--- config.mk ---
export PLATFORM = sky130hd
export DESIGN_NAME = lpm_direct_xfer
export DESIGN_NICKNAME = d
export VERILOG_FILES = /design/src/rtl/dtc_pkg.sv /design/src/rtl/dtc_entry_decode.sv /design/src/rtl/dtc_sys_prescaler.sv /design/src/rtl/dtc_phase_cnt.sv /design/src/rtl/lpm_direct_xfer.sv
export SDC_FILE = /design/constraint.sdc
export NUM_CORES = 1
export LEC_CHECK = 0
export ABC_AREA = 0
export BUFFER_PORTS_ARGS = -buffer_cell sky130_fd_sc_hd__buf_4
export CORE_MARGIN = 1
export CORE_UTILIZATION = 50
export DETAILED_ROUTE_END_ITERATION = 16
export PLACE_DENSITY = 0.67
export SKIP_LAST_GASP = 1
export SLEW_MARGIN = 20
export SYNTH_ARGS = -nofsm -noshare
export SYNTH_HDL_FRONTEND = slang
export SYNTH_SLANG_ARGS = --single-unit
--- constraint.sdc ---
create_clock -name clk_i -period 2.5 [get_ports clk_i]
set_input_delay 0.375 -clock clk_i [delete_from_list [all_inputs] [get_ports clk_i]]
set_output_delay 0.375 -clock clk_i [all_outputs]
set_load 0.05 [all_outputs]
--- src/rtl/dtc_pkg.sv ---
package dtc_pkg;

  typedef enum logic [2:0] {
    PH_SUBACT = 3'd0,
    PH_SLEEP  = 3'd1,
    PH_STAB   = 3'd2,
    PH_EXC    = 3'd3,
    PH_ACTIVE = 3'd4
  } phase_e;

  localparam logic [1:0] MODE_SUB  = 2'd0;
  localparam logic [1:0] MODE_HIGH = 2'd1;
  localparam logic [1:0] MODE_MED  = 2'd2;

  localparam int unsigned WAIT_SHORT_BASE = 8;
  localparam int unsigned WAIT_LONG_BASE  = 1024;
  localparam int unsigned WAIT_MAX        = WAIT_LONG_BASE << 3;

  // Short codes double from 8, long codes double from 1024.
  function automatic int unsigned standby_states(input logic [2:0] code);
    int unsigned base;
    base = code[2] ? WAIT_LONG_BASE : WAIT_SHORT_BASE;
    return base << code[1:0];
  endfunction

  function automatic logic direct_ok(input logic stby, input logic low_on,
                                     input logic direct, input logic tmr);
    return stby & ~low_on & direct & tmr;
  endfunction

  function automatic logic [1:0] target_code(input logic med);
    return med ? MODE_MED : MODE_HIGH;
  endfunction

endpackage

--- src/rtl/dtc_entry_decode.sv ---
module dtc_entry_decode (
  input  logic       stby_i,
  input  logic       low_on_i,
  input  logic       direct_i,
  input  logic       tmr_i,
  input  logic       med_i,
  output logic       go_o,
  output logic [1:0] target_o
);
  always_comb begin
    go_o     = dtc_pkg::direct_ok(stby_i, low_on_i, direct_i, tmr_i);
    target_o = dtc_pkg::target_code(med_i);
  end
endmodule

--- src/rtl/dtc_sys_prescaler.sv ---
module dtc_sys_prescaler #(
  parameter int HIGH_DIV = 2,
  parameter int MED_DIV  = 16
) (
  input  logic clk_i,
  input  logic rst_ni,
  input  logic run_i,
  input  logic clear_i,
  input  logic med_i,
  output logic tick_o
);
  localparam int MAXD = (MED_DIV > HIGH_DIV) ? MED_DIV : HIGH_DIV;
  localparam int PW   = $clog2(MAXD);

  logic [PW-1:0] cnt_q;
  logic [PW-1:0] last_w;

  assign last_w = med_i ? PW'(MED_DIV - 1) : PW'(HIGH_DIV - 1);
  assign tick_o = run_i && (cnt_q == last_w);

  always_ff @(posedge clk_i or negedge rst_ni) begin
    if (!rst_ni)       cnt_q <= '0;
    else if (clear_i)  cnt_q <= '0;
    else if (run_i)    cnt_q <= tick_o ? '0 : cnt_q + 1'b1;
  end

  // a system state spans at least two oscillator cycles
  p_tick_spacing_r4: assert property (@(posedge clk_i) disable iff (!rst_ni)
    tick_o |=> !tick_o);
endmodule

--- src/rtl/dtc_phase_cnt.sv ---
module dtc_phase_cnt #(
  parameter int W = 14
) (
  input  logic         clk_i,
  input  logic         rst_ni,
  input  logic         clear_i,
  input  logic         step_i,
  input  logic [W-1:0] limit_i,
  output logic         hit_o
);
  logic [W-1:0] cnt_q;

  assign hit_o = step_i && (cnt_q == limit_i - 1'b1);

  always_ff @(posedge clk_i or negedge rst_ni) begin
    if (!rst_ni)       cnt_q <= '0;
    else if (clear_i)  cnt_q <= '0;
    else if (step_i)   cnt_q <= cnt_q + 1'b1;
  end

  // the phase count never passes its terminal value
  p_cnt_below_limit_r4: assert property (@(posedge clk_i) disable iff (!rst_ni)
    cnt_q < limit_i);
endmodule

--- src/rtl/lpm_direct_xfer.sv ---
module lpm_direct_xfer #(
  parameter int SLP_STATES     = 2,
  parameter int INTPROC_STATES = 1,
  parameter int EXC_STATES     = 14,
  parameter int HIGH_DIV       = 2,
  parameter int MED_DIV        = 16
) (
  input  logic       clk_i,
  input  logic       rst_ni,
  input  logic       sub_tick_i,
  input  logic       sleep_req_i,
  input  logic       stby_sel_i,
  input  logic       low_spd_on_i,
  input  logic       med_spd_on_i,
  input  logic       direct_on_i,
  input  logic       tmr_src_i,
  input  logic [2:0] wait_sel_i,
  output logic [1:0] mode_o,
  output logic [1:0] clk_sel_o,
  output logic       clk_hold_o,
  output logic       exc_done_o,
  output logic       req_ignored_o
);
  import dtc_pkg::*;

  localparam int SUB_TOTAL = SLP_STATES + INTPROC_STATES;
  localparam int CNT_W     = $clog2(WAIT_MAX + 1);

  phase_e     state_q;
  logic [1:0] target_q;
  logic [2:0] wait_q;
  logic       done_q, ign_q;

  logic       go_w;
  logic [1:0] target_w;
  logic       accept_w, hit_w, step_w, sys_tick_w, run_sys_w, clear_w;
  logic       sub_done_w, stab_done_w, exc_done_w, reject_w;
  logic [CNT_W-1:0] limit_w;

  dtc_entry_decode u_decode (
    .stby_i   (stby_sel_i),
    .low_on_i (low_spd_on_i),
    .direct_i (direct_on_i),
    .tmr_i    (tmr_src_i),
    .med_i    (med_spd_on_i),
    .go_o     (go_w),
    .target_o (target_w)
  );

  assign run_sys_w = (state_q == PH_STAB) || (state_q == PH_EXC);

  dtc_sys_prescaler #(.HIGH_DIV(HIGH_DIV), .MED_DIV(MED_DIV)) u_presc (
    .clk_i   (clk_i),
    .rst_ni  (rst_ni),
    .run_i   (run_sys_w),
    .clear_i (sub_done_w),
    .med_i   (target_q == MODE_MED),
    .tick_o  (sys_tick_w)
  );

  always_comb begin
    unique case (state_q)
      PH_SLEEP: begin step_w = sub_tick_i; limit_w = CNT_W'(SUB_TOTAL); end
      PH_STAB:  begin step_w = sys_tick_w; limit_w = CNT_W'(standby_states(wait_q)); end
      PH_EXC:   begin step_w = sys_tick_w; limit_w = CNT_W'(EXC_STATES); end
      default:  begin step_w = 1'b0;       limit_w = CNT_W'(SUB_TOTAL); end
    endcase
  end

  dtc_phase_cnt #(.W(CNT_W)) u_cnt (
    .clk_i   (clk_i),
    .rst_ni  (rst_ni),
    .clear_i (clear_w),
    .step_i  (step_w),
    .limit_i (limit_w),
    .hit_o   (hit_w)
  );

  // Named phase events
  assign accept_w    = (state_q == PH_SUBACT) && sleep_req_i && go_w;
  assign reject_w    = sleep_req_i && (((state_q == PH_SUBACT) && !go_w) ||
                                       (state_q == PH_ACTIVE));
  assign sub_done_w  = (state_q == PH_SLEEP) && hit_w;
  assign stab_done_w = (state_q == PH_STAB)  && hit_w;
  assign exc_done_w  = (state_q == PH_EXC)   && hit_w;
  assign clear_w     = accept_w || hit_w;

  always_ff @(posedge clk_i or negedge rst_ni) begin
    if (!rst_ni) begin
      state_q  <= PH_SUBACT;
      target_q <= MODE_HIGH;
      wait_q   <= '0;
      done_q   <= 1'b0;
      ign_q    <= 1'b0;
    end else begin
      done_q <= exc_done_w;
      ign_q  <= reject_w;
      if (accept_w) begin
        state_q  <= PH_SLEEP;
        target_q <= target_w;
        wait_q   <= wait_sel_i;
      end else if (sub_done_w) begin
        state_q <= PH_STAB;
      end else if (stab_done_w) begin
        state_q <= PH_EXC;
      end else if (exc_done_w) begin
        state_q <= PH_ACTIVE;
      end
    end
  end

  assign mode_o        = (state_q == PH_ACTIVE) ? target_q : MODE_SUB;
  assign clk_sel_o     = (run_sys_w || state_q == PH_ACTIVE) ? target_q : MODE_SUB;
  assign clk_hold_o    = (state_q == PH_STAB);
  assign exc_done_o    = done_q;
  assign req_ignored_o = ign_q;

  // clock held only once a target rate is selected
  p_hold_has_target_r3: assert property (@(posedge clk_i) disable iff (!rst_ni)
    clk_hold_o |-> (clk_sel_o != MODE_SUB));
  // clock select moves only at the subclock/system phase boundary
  p_sel_at_boundary_r3: assert property (@(posedge clk_i) disable iff (!rst_ni)
    (clk_sel_o != $past(clk_sel_o)) |-> $past(sub_done_w));
  // done is a single-cycle pulse
  p_done_single_r5: assert property (@(posedge clk_i) disable iff (!rst_ni)
    exc_done_o |=> !exc_done_o);
  // at done the reported mode is the selected active rate
  p_done_active_r6: assert property (@(posedge clk_i) disable iff (!rst_ni)
    exc_done_o |-> ((mode_o != MODE_SUB) && (mode_o == clk_sel_o)));
  // a rejected request leaves the mode alone
  p_ignored_keeps_mode_r2: assert property (@(posedge clk_i) disable iff (!rst_ni)
    req_ignored_o |-> $stable(mode_o));
  // target stays fixed through exception handling
  p_target_latched_r8: assert property (@(posedge clk_i) disable iff (!rst_ni)
    (state_q == PH_EXC) |-> $stable(clk_sel_o));
endmodule

# Word-level counts from Yosys, hierarchy flattened

Index checks and enable logic that the tools add are counted.

Register bits: 28
Output and inout port bits: 7

Add/subtract/negate cells: 3
Equal/unequal tests: 7
Shift-type cells: 1
Multiplexer cells: 16
Bitwise operators: 4
Reductions and logical operators: 19

Operator list:

| kind                                                                  | count |
|---|---|
| 14-bit 2-to-1 mux                                                     | 2 |
| 14-bit one-hot mux with 2 select lines                                | 1 |
| 4-bit 2-to-1 mux                                                      | 4 |
| 14-bit by 1-bit adder with 14-bit output (second input constant)      | 1 |
| 14-bit == test                                                        | 1 |
| 11-bit by 2-bit left shift with 14-bit output                         | 1 |
| 14-bit by 1-bit subtractor with 14-bit output (second input constant) | 1 |
| 3-bit 2-to-1 mux                                                      | 4 |
| 11-bit 2-to-1 mux                                                     | 1 |
| 1-bit logical AND                                                     | 9 |
| 3-bit by 2-bit == test with 1-bit output (second input constant)      | 2 |
| 2-bit 2-to-1 mux                                                      | 3 |
| 4-bit by 1-bit adder with 4-bit output (second input constant)        | 1 |
| 4-bit == test                                                         | 1 |
| 1-bit logical OR                                                      | 4 |
| 2-bit nonzero test                                                    | 2 |
| 4-bit nonzero test                                                    | 1 |
| 1-bit bitwise AND                                                     | 3 |
| 3-bit by 1-bit == test with 1-bit output (second input constant)      | 1 |
| 3-bit == test (second input constant)                                 | 1 |
| 3-bit zero test                                                       | 1 |
| 2-bit == test (second input constant)                                 | 1 |
| 1-bit one-hot mux with 2 select lines                                 | 1 |
| 2-bit OR reduction                                                    | 1 |
| other kinds (2)                                                       | 2 |

# Logic depth before layout (Yosys ltp)

Depth after elaboration: 11
Mapped depth: 9

# Cells and area by module

From an unflattened synthesis, not the netlist that was laid out.

Cell total of the unflattened synthesis: 208
Area, all modules: 1,978.1 µm²

By module, submodules not included:

| module            | times used | cells each | area an instance (µm²) | seq. area each (µm²) |
|---|---|---|---|---|
| dtc_phase_cnt     | 1          | 121        | 1,093.5                | 350.3 |
| lpm_direct_xfer   | 1          | 61         | 635.6                  | 251.5 |
| dtc_sys_prescaler | 1          | 23         | 227.7                  | 100.1 |
| dtc_entry_decode  | 1          | 3          | 21.3                   | 0.0 |

# Worst setup path before layout

Ideal clock, no wire load.

Kind: reg-to-reg
Start point: register state_q[2]
End point: register u_cnt.cnt_q[0]
Arrival time: 2.118 ns
Required time: 2.381 ns
Setup slack: 0.263 ns
Stages on the path, launching flop included: 9
Period minus slack after synthesis: 2.237 ns
Path through: dfrtp_1 buf_2 nor3b_4 nand2_1 nor4b_2 o21ai_2 o21ai_4 buf_8 nor2_2

Cells in the longest elaborated chain, start to end: 7

RTL lines:

| item                                                                               | RTL line                                     | RTL |
|---|---|---|
| start: declaration                                                                 | lpm_direct_xfer.sv:29                        | `phase_e state_q;` |
| start signal: assignment                                                           | lpm_direct_xfer.sv:90                        | `state_q <= PH_SUBACT;` |
| start signal: assignment                                                           | lpm_direct_xfer.sv:99                        | `state_q <= PH_SLEEP;` |
| start signal: assignment                                                           | lpm_direct_xfer.sv:103                       | `state_q <= PH_STAB;` |
| 3-bit by 2-bit == test with 1-bit output *                                         | n/a                                          |  |
| via clk_hold_o                                                                     | lpm_direct_xfer.sv:20                        | `output logic clk_hold_o,` |
| 14-bit one-hot mux with 2 select lines or 1-bit logical OR (tied branches)         | lpm_direct_xfer.sv:62, lpm_direct_xfer.sv:50 |  |
| 14-bit by 1-bit subtractor with 14-bit output or 1-bit logical AND (tied branches) | dtc_phase_cnt.sv:13, dtc_sys_prescaler.sv:19 |  |
| 14-bit == test or 1-bit one-hot mux with 2 select lines (tied branches)            | dtc_phase_cnt.sv:13, lpm_direct_xfer.sv:62   |  |
| 1-bit logical AND                                                                  | dtc_phase_cnt.sv:13                          | `assign hit_o = step_i && (cnt_q == limit_i - 1'b1);` |
| 1-bit logical OR                                                                   | lpm_direct_xfer.sv:86                        | `assign clear_w = accept_w \|\| hit_w;` |
| 14-bit 2-to-1 mux or 2-bit nonzero test (tied branches)                            | n/a                                          |  |
| end signal: assignment                                                             | dtc_phase_cnt.sv:18                          | `else if (step_i) cnt_q <= cnt_q + 1'b1;` |
| end: declaration                                                                   | dtc_phase_cnt.sv:11                          | `logic [W-1:0] cnt_q;` |

Mark *: on every way through the listed nets, which the timed path passes. The rest lies on a longest branch.
A chain may end at the register's enable or synchronous reset.

# Final worst setup path

Start point: register wait_q[1]
End point: register u_cnt.cnt_q[9]

Cells in the longest elaborated chain, start to end: 7

RTL lines:

| item                                                    | RTL line               | RTL |
|---|---|---|
| start: declaration                                      | lpm_direct_xfer.sv:31  | `logic [2:0] wait_q;` |
| start signal: assignment                                | lpm_direct_xfer.sv:101 | `wait_q <= wait_sel_i;` |
| 11-bit by 2-bit left shift with 14-bit output *         | dtc_pkg.sv:23          | `return base << code[1:0];` |
| 14-bit one-hot mux with 2 select lines *                | lpm_direct_xfer.sv:62  | `unique case (state_q)` |
| 14-bit by 1-bit subtractor with 14-bit output *         | dtc_phase_cnt.sv:13    |  |
| 14-bit == test *                                        | dtc_phase_cnt.sv:13    |  |
| 1-bit logical AND *                                     | dtc_phase_cnt.sv:13    |  |
| 1-bit logical OR *                                      | lpm_direct_xfer.sv:86  |  |
| 14-bit 2-to-1 mux or 2-bit nonzero test (tied branches) | n/a                    |  |

Every way passes the cells marked *; elsewhere a longest branch is shown, timed or not.

==> impl_metrics.json <==
{
  "status": "finished, final reports clean",
  "end_kind": "flop",
  "n_antenna_cell": 0,
  "hpwl_um": 2600,
  "r2r_slack_ns": 0.34,
  "core.rowCount": 21,
  "grt_overflow": 0,
  "cap_violations": 0,
  "hold_viol_final": 0,
  "crit_type": "reg -> reg",
  "syn_nets": 195,
  "cts_tree": "done",
  "ioPinCount": 19,
  "wl_um": 3510,
  "synth-xor-area-share": 0.0893,
  "met3_length_um": 132,
  "maxSlewViolCount": 0,
  "ir_worst_vdd_mv": 0.572,
  "fillerInstances": 304,
  "cts_root_buffer": "clkbuf_4",
  "synth_compound_area_frac": 0.0978,
  "synth-edff-count": 0,
  "power_uw": 1610,
  "setup_tns_ns": 0,
  "crit_buf_inv": 0,
  "syn_inst": 181,
  "synth_top_family_by_area": "simple AND/OR/NAND/NOR gates",
  "synth_top_area_frac": 0.383,
  "wl_met2_um": 1650,
  "cpMaxStageDelayCell": "or4_1",
  "ant_nets": 0,
  "yosys.area.top_type": "dfrtp_1",
  "die_area_sq_um": 3770,
  "hold_class": "in -> reg",
  "final_nets": 215,
  "initialDrtViolationCount": 51,
  "grt_pass1_wl_um": 5850,
  "grt_setup_unrepaired": "no",
  "cts_buffer_depth": 2,
  "start_util": 0.525,
  "via_per_inst": 5.50,
  "min_path_cells": 2,
  "max_clock_freq_mhz": 462,
  "synth.area.mux_share": 0.0425,
  "drt-met1-wl_um": 1680,
  "highest_layer": "met4",
  "fp.coreArea_sq_um": 3360,
  "yosys_register_bits": 28,
  "relSlewSlack": 0.666,
  "antenna_found_initial": 0,
  "port_buffers": 18,
  "firstDrtPassIters": 4,
  "synth.area.top_cells": "dfrtp_1, xor2_1, nor2_1",
  "cts_buffers": 3,
  "gp_congestion": 0.847,
  "arrival_ns": 2.38,
  "die_w_um": 61.4,
  "r2r-end": "u_cnt.cnt_q[9]",
  "cts_max_level": 1,
  "min_period_over_period": 0.866,
  "dr_total_vias": 1352,
  "grt_max_degree": 29,
  "yosysWarnings": 0,
  "period_needed_ns": 2.16,
  "drt-wirelength-per-cell_um": 14.3,
  "cts_setup_buffers": 0,
  "p_leak_uw": 0.000865,
  "critPathMaxStageDelay_ns": 0.54,
  "synthArstFlopShare": 1.00,
  "reg2reg_depth": 6,
  "worstPathMaxFanout": 14,
  "synth-adder-area-share": 0.0142,
  "fin_skew_ns": 0.00617,
  "yosys.area_share.simple": 0.319,
  "grt_usage": 0.211,
  "yosysSeqAreaShare": 0.398,
  "cp.required_ns": 2.72,
  "startpoint_type": "flop",
  "critPathTopFamily": "simple AND/OR/NAND/NOR gates",
  "avgSynthCellArea_sq_um": 9.75,
  "clock-sinks": 28,
  "setup_viol": 0,
  "clk_pin_slew_ns": 0.15,
  "die_h_um": 61.4,
  "drive_above_1_share": 0.265,
  "r2r-start": "wait_q[1]",
  "drc": 0,
  "synth_area_sq_um": 1770,
  "path_cells": "or4_1, a21o_1, o211ai_2, nand4_4, o21ai_4, nor2_1",
  "worst_pin_slew_ns": 0.498,
  "synthToLayoutAreaGrowth_pct": 11.3,
  "hold_end": "target_q[0]",
  "first_global_vias": 1298,
  "min-delay-start": "med_spd_on_i",
  "synth_top_flop_cell": "dfrtp_1",
  "p_per_area_nw_per_um2": 817,
  "yosysUniqueCellTypes": 49,
  "clk_latency_ns": 0.33
}
==> cell usage after synthesis (all sizes together), types with 2 or more instances <==
cell type,number
a21oi,3
dfrtp,27
nand2,11
buf,6
mux2,4
and2,2
mux2i,3
a21o,2
inv,3
nor3b,2
nor2b,5
nand4,8
xnor2,4
o211a,2
nand3,12
xor2,14
a31oi,2
nor3,8
ha,2
nor2,27
o21ai,7
nand2b,3
clkbuf,2
nand4b,2
and3,7
==> kinds of logic after synthesis <==
kind of cell | Yosys count
compound gates | 22
flops | 28
buf+inv | 11
mux | 7
fa+ha+maj | 2
xor+xnor | 18
simple gates | 93
==> per-layer routing <==
| metal | GRT usage | vias up |
|---|---|---|
| met5 | 0 | - |
| met4 | 0.0857 | 0 |
| met1 | 0.280 | 641 |
| li1 | - | 670 |
| met2 | 0.348 | 36 |
| met3 | 0.0294 | 5 |
==> sequential cells by signal (all words and copies together), names as in the netlist <==
register / count
exc_done_o: 1
req_ignored_o: 1
state_q: 3
target_q: 2
u_cnt.cnt_q: 14
u_presc.cnt_q: 4
wait_q: 3
==> what timing repair did <==
| item | 4_1_cts | 5_1_grt |
|---|---|---|
| hold buffers | 1 | 0 |
| setup endpoints to repair | 0 | 0 |
| resized for setup | 0 | 0 |
| endpoints found under the hold margin | 27 | 0 |
==> area by class of cell <==
class	instances	area, sq um	share of cell area
Clock buffer	4	26.3	0.0134
Inverter	3	11.3	0.00573
Multi-Input combinational cell	142	993	0.505
Sequential cell	28	702	0.357
Tap cell	46	57.6	0.0293
Timing Repair Buffer	23	175	0.0891
==> placed cells by master (no fill, tap or decap), types with 3 or more instances in the layout <==
cell type  instances
nand2_1           11
clkbuf_4           3
mux2i_1            3
nand2b_1           3
inv_1              3
nor2_1            17
mux2_2             4
nor2b_1            4
buf_4             22
a21oi_1            3
nor2_2            10
xor2_1            14
o21ai_2            3
nor3_1             6
nand3_1           12
dfrtp_1           27
nand4_1            7
xnor2_1            4
and3_1             7
==> power by group <==
group	leakage (uW)	internal [uW]	switching [uW]
clock	0.0000150	62.7	133
combinational	0.000495	294	371
sequential	0.000355	568	178
==> per-stage QoR <==
step	utilization	std cells	setup WS (ns)	hold WS (ns)	cell area (sq um)
floorplan	-	181	0.263	0.0794	1770
global placement	0.574	241	0.358	0.308	1930
detailed placement	0.574	241	0.338	0.319	1930
CTS	0.584	246	0.306	0.166	1970
global route	0.584	246	0.130	0.163	1970
finish	0.584	246	0.336	0.168	1970
==> worst max path at each step <==
stage	startpoint	end	cells past startpoint
3_5_place_dp	state_q[2]	u_cnt.cnt_q[9]	6
3_3_place_gp	wait_q[1]	u_cnt.cnt_q[8]	6
6_report	wait_q[1]	u_cnt.cnt_q[9]	6
4_1_cts	wait_q[1]	u_cnt.cnt_q[9]	6
5_1_grt	state_q[2]	u_cnt.cnt_q[9]	6
2_1_floorplan	state_q[2]	u_cnt.cnt_q[0]	8
No activity file was read; power rests on OpenSTA's default activity.
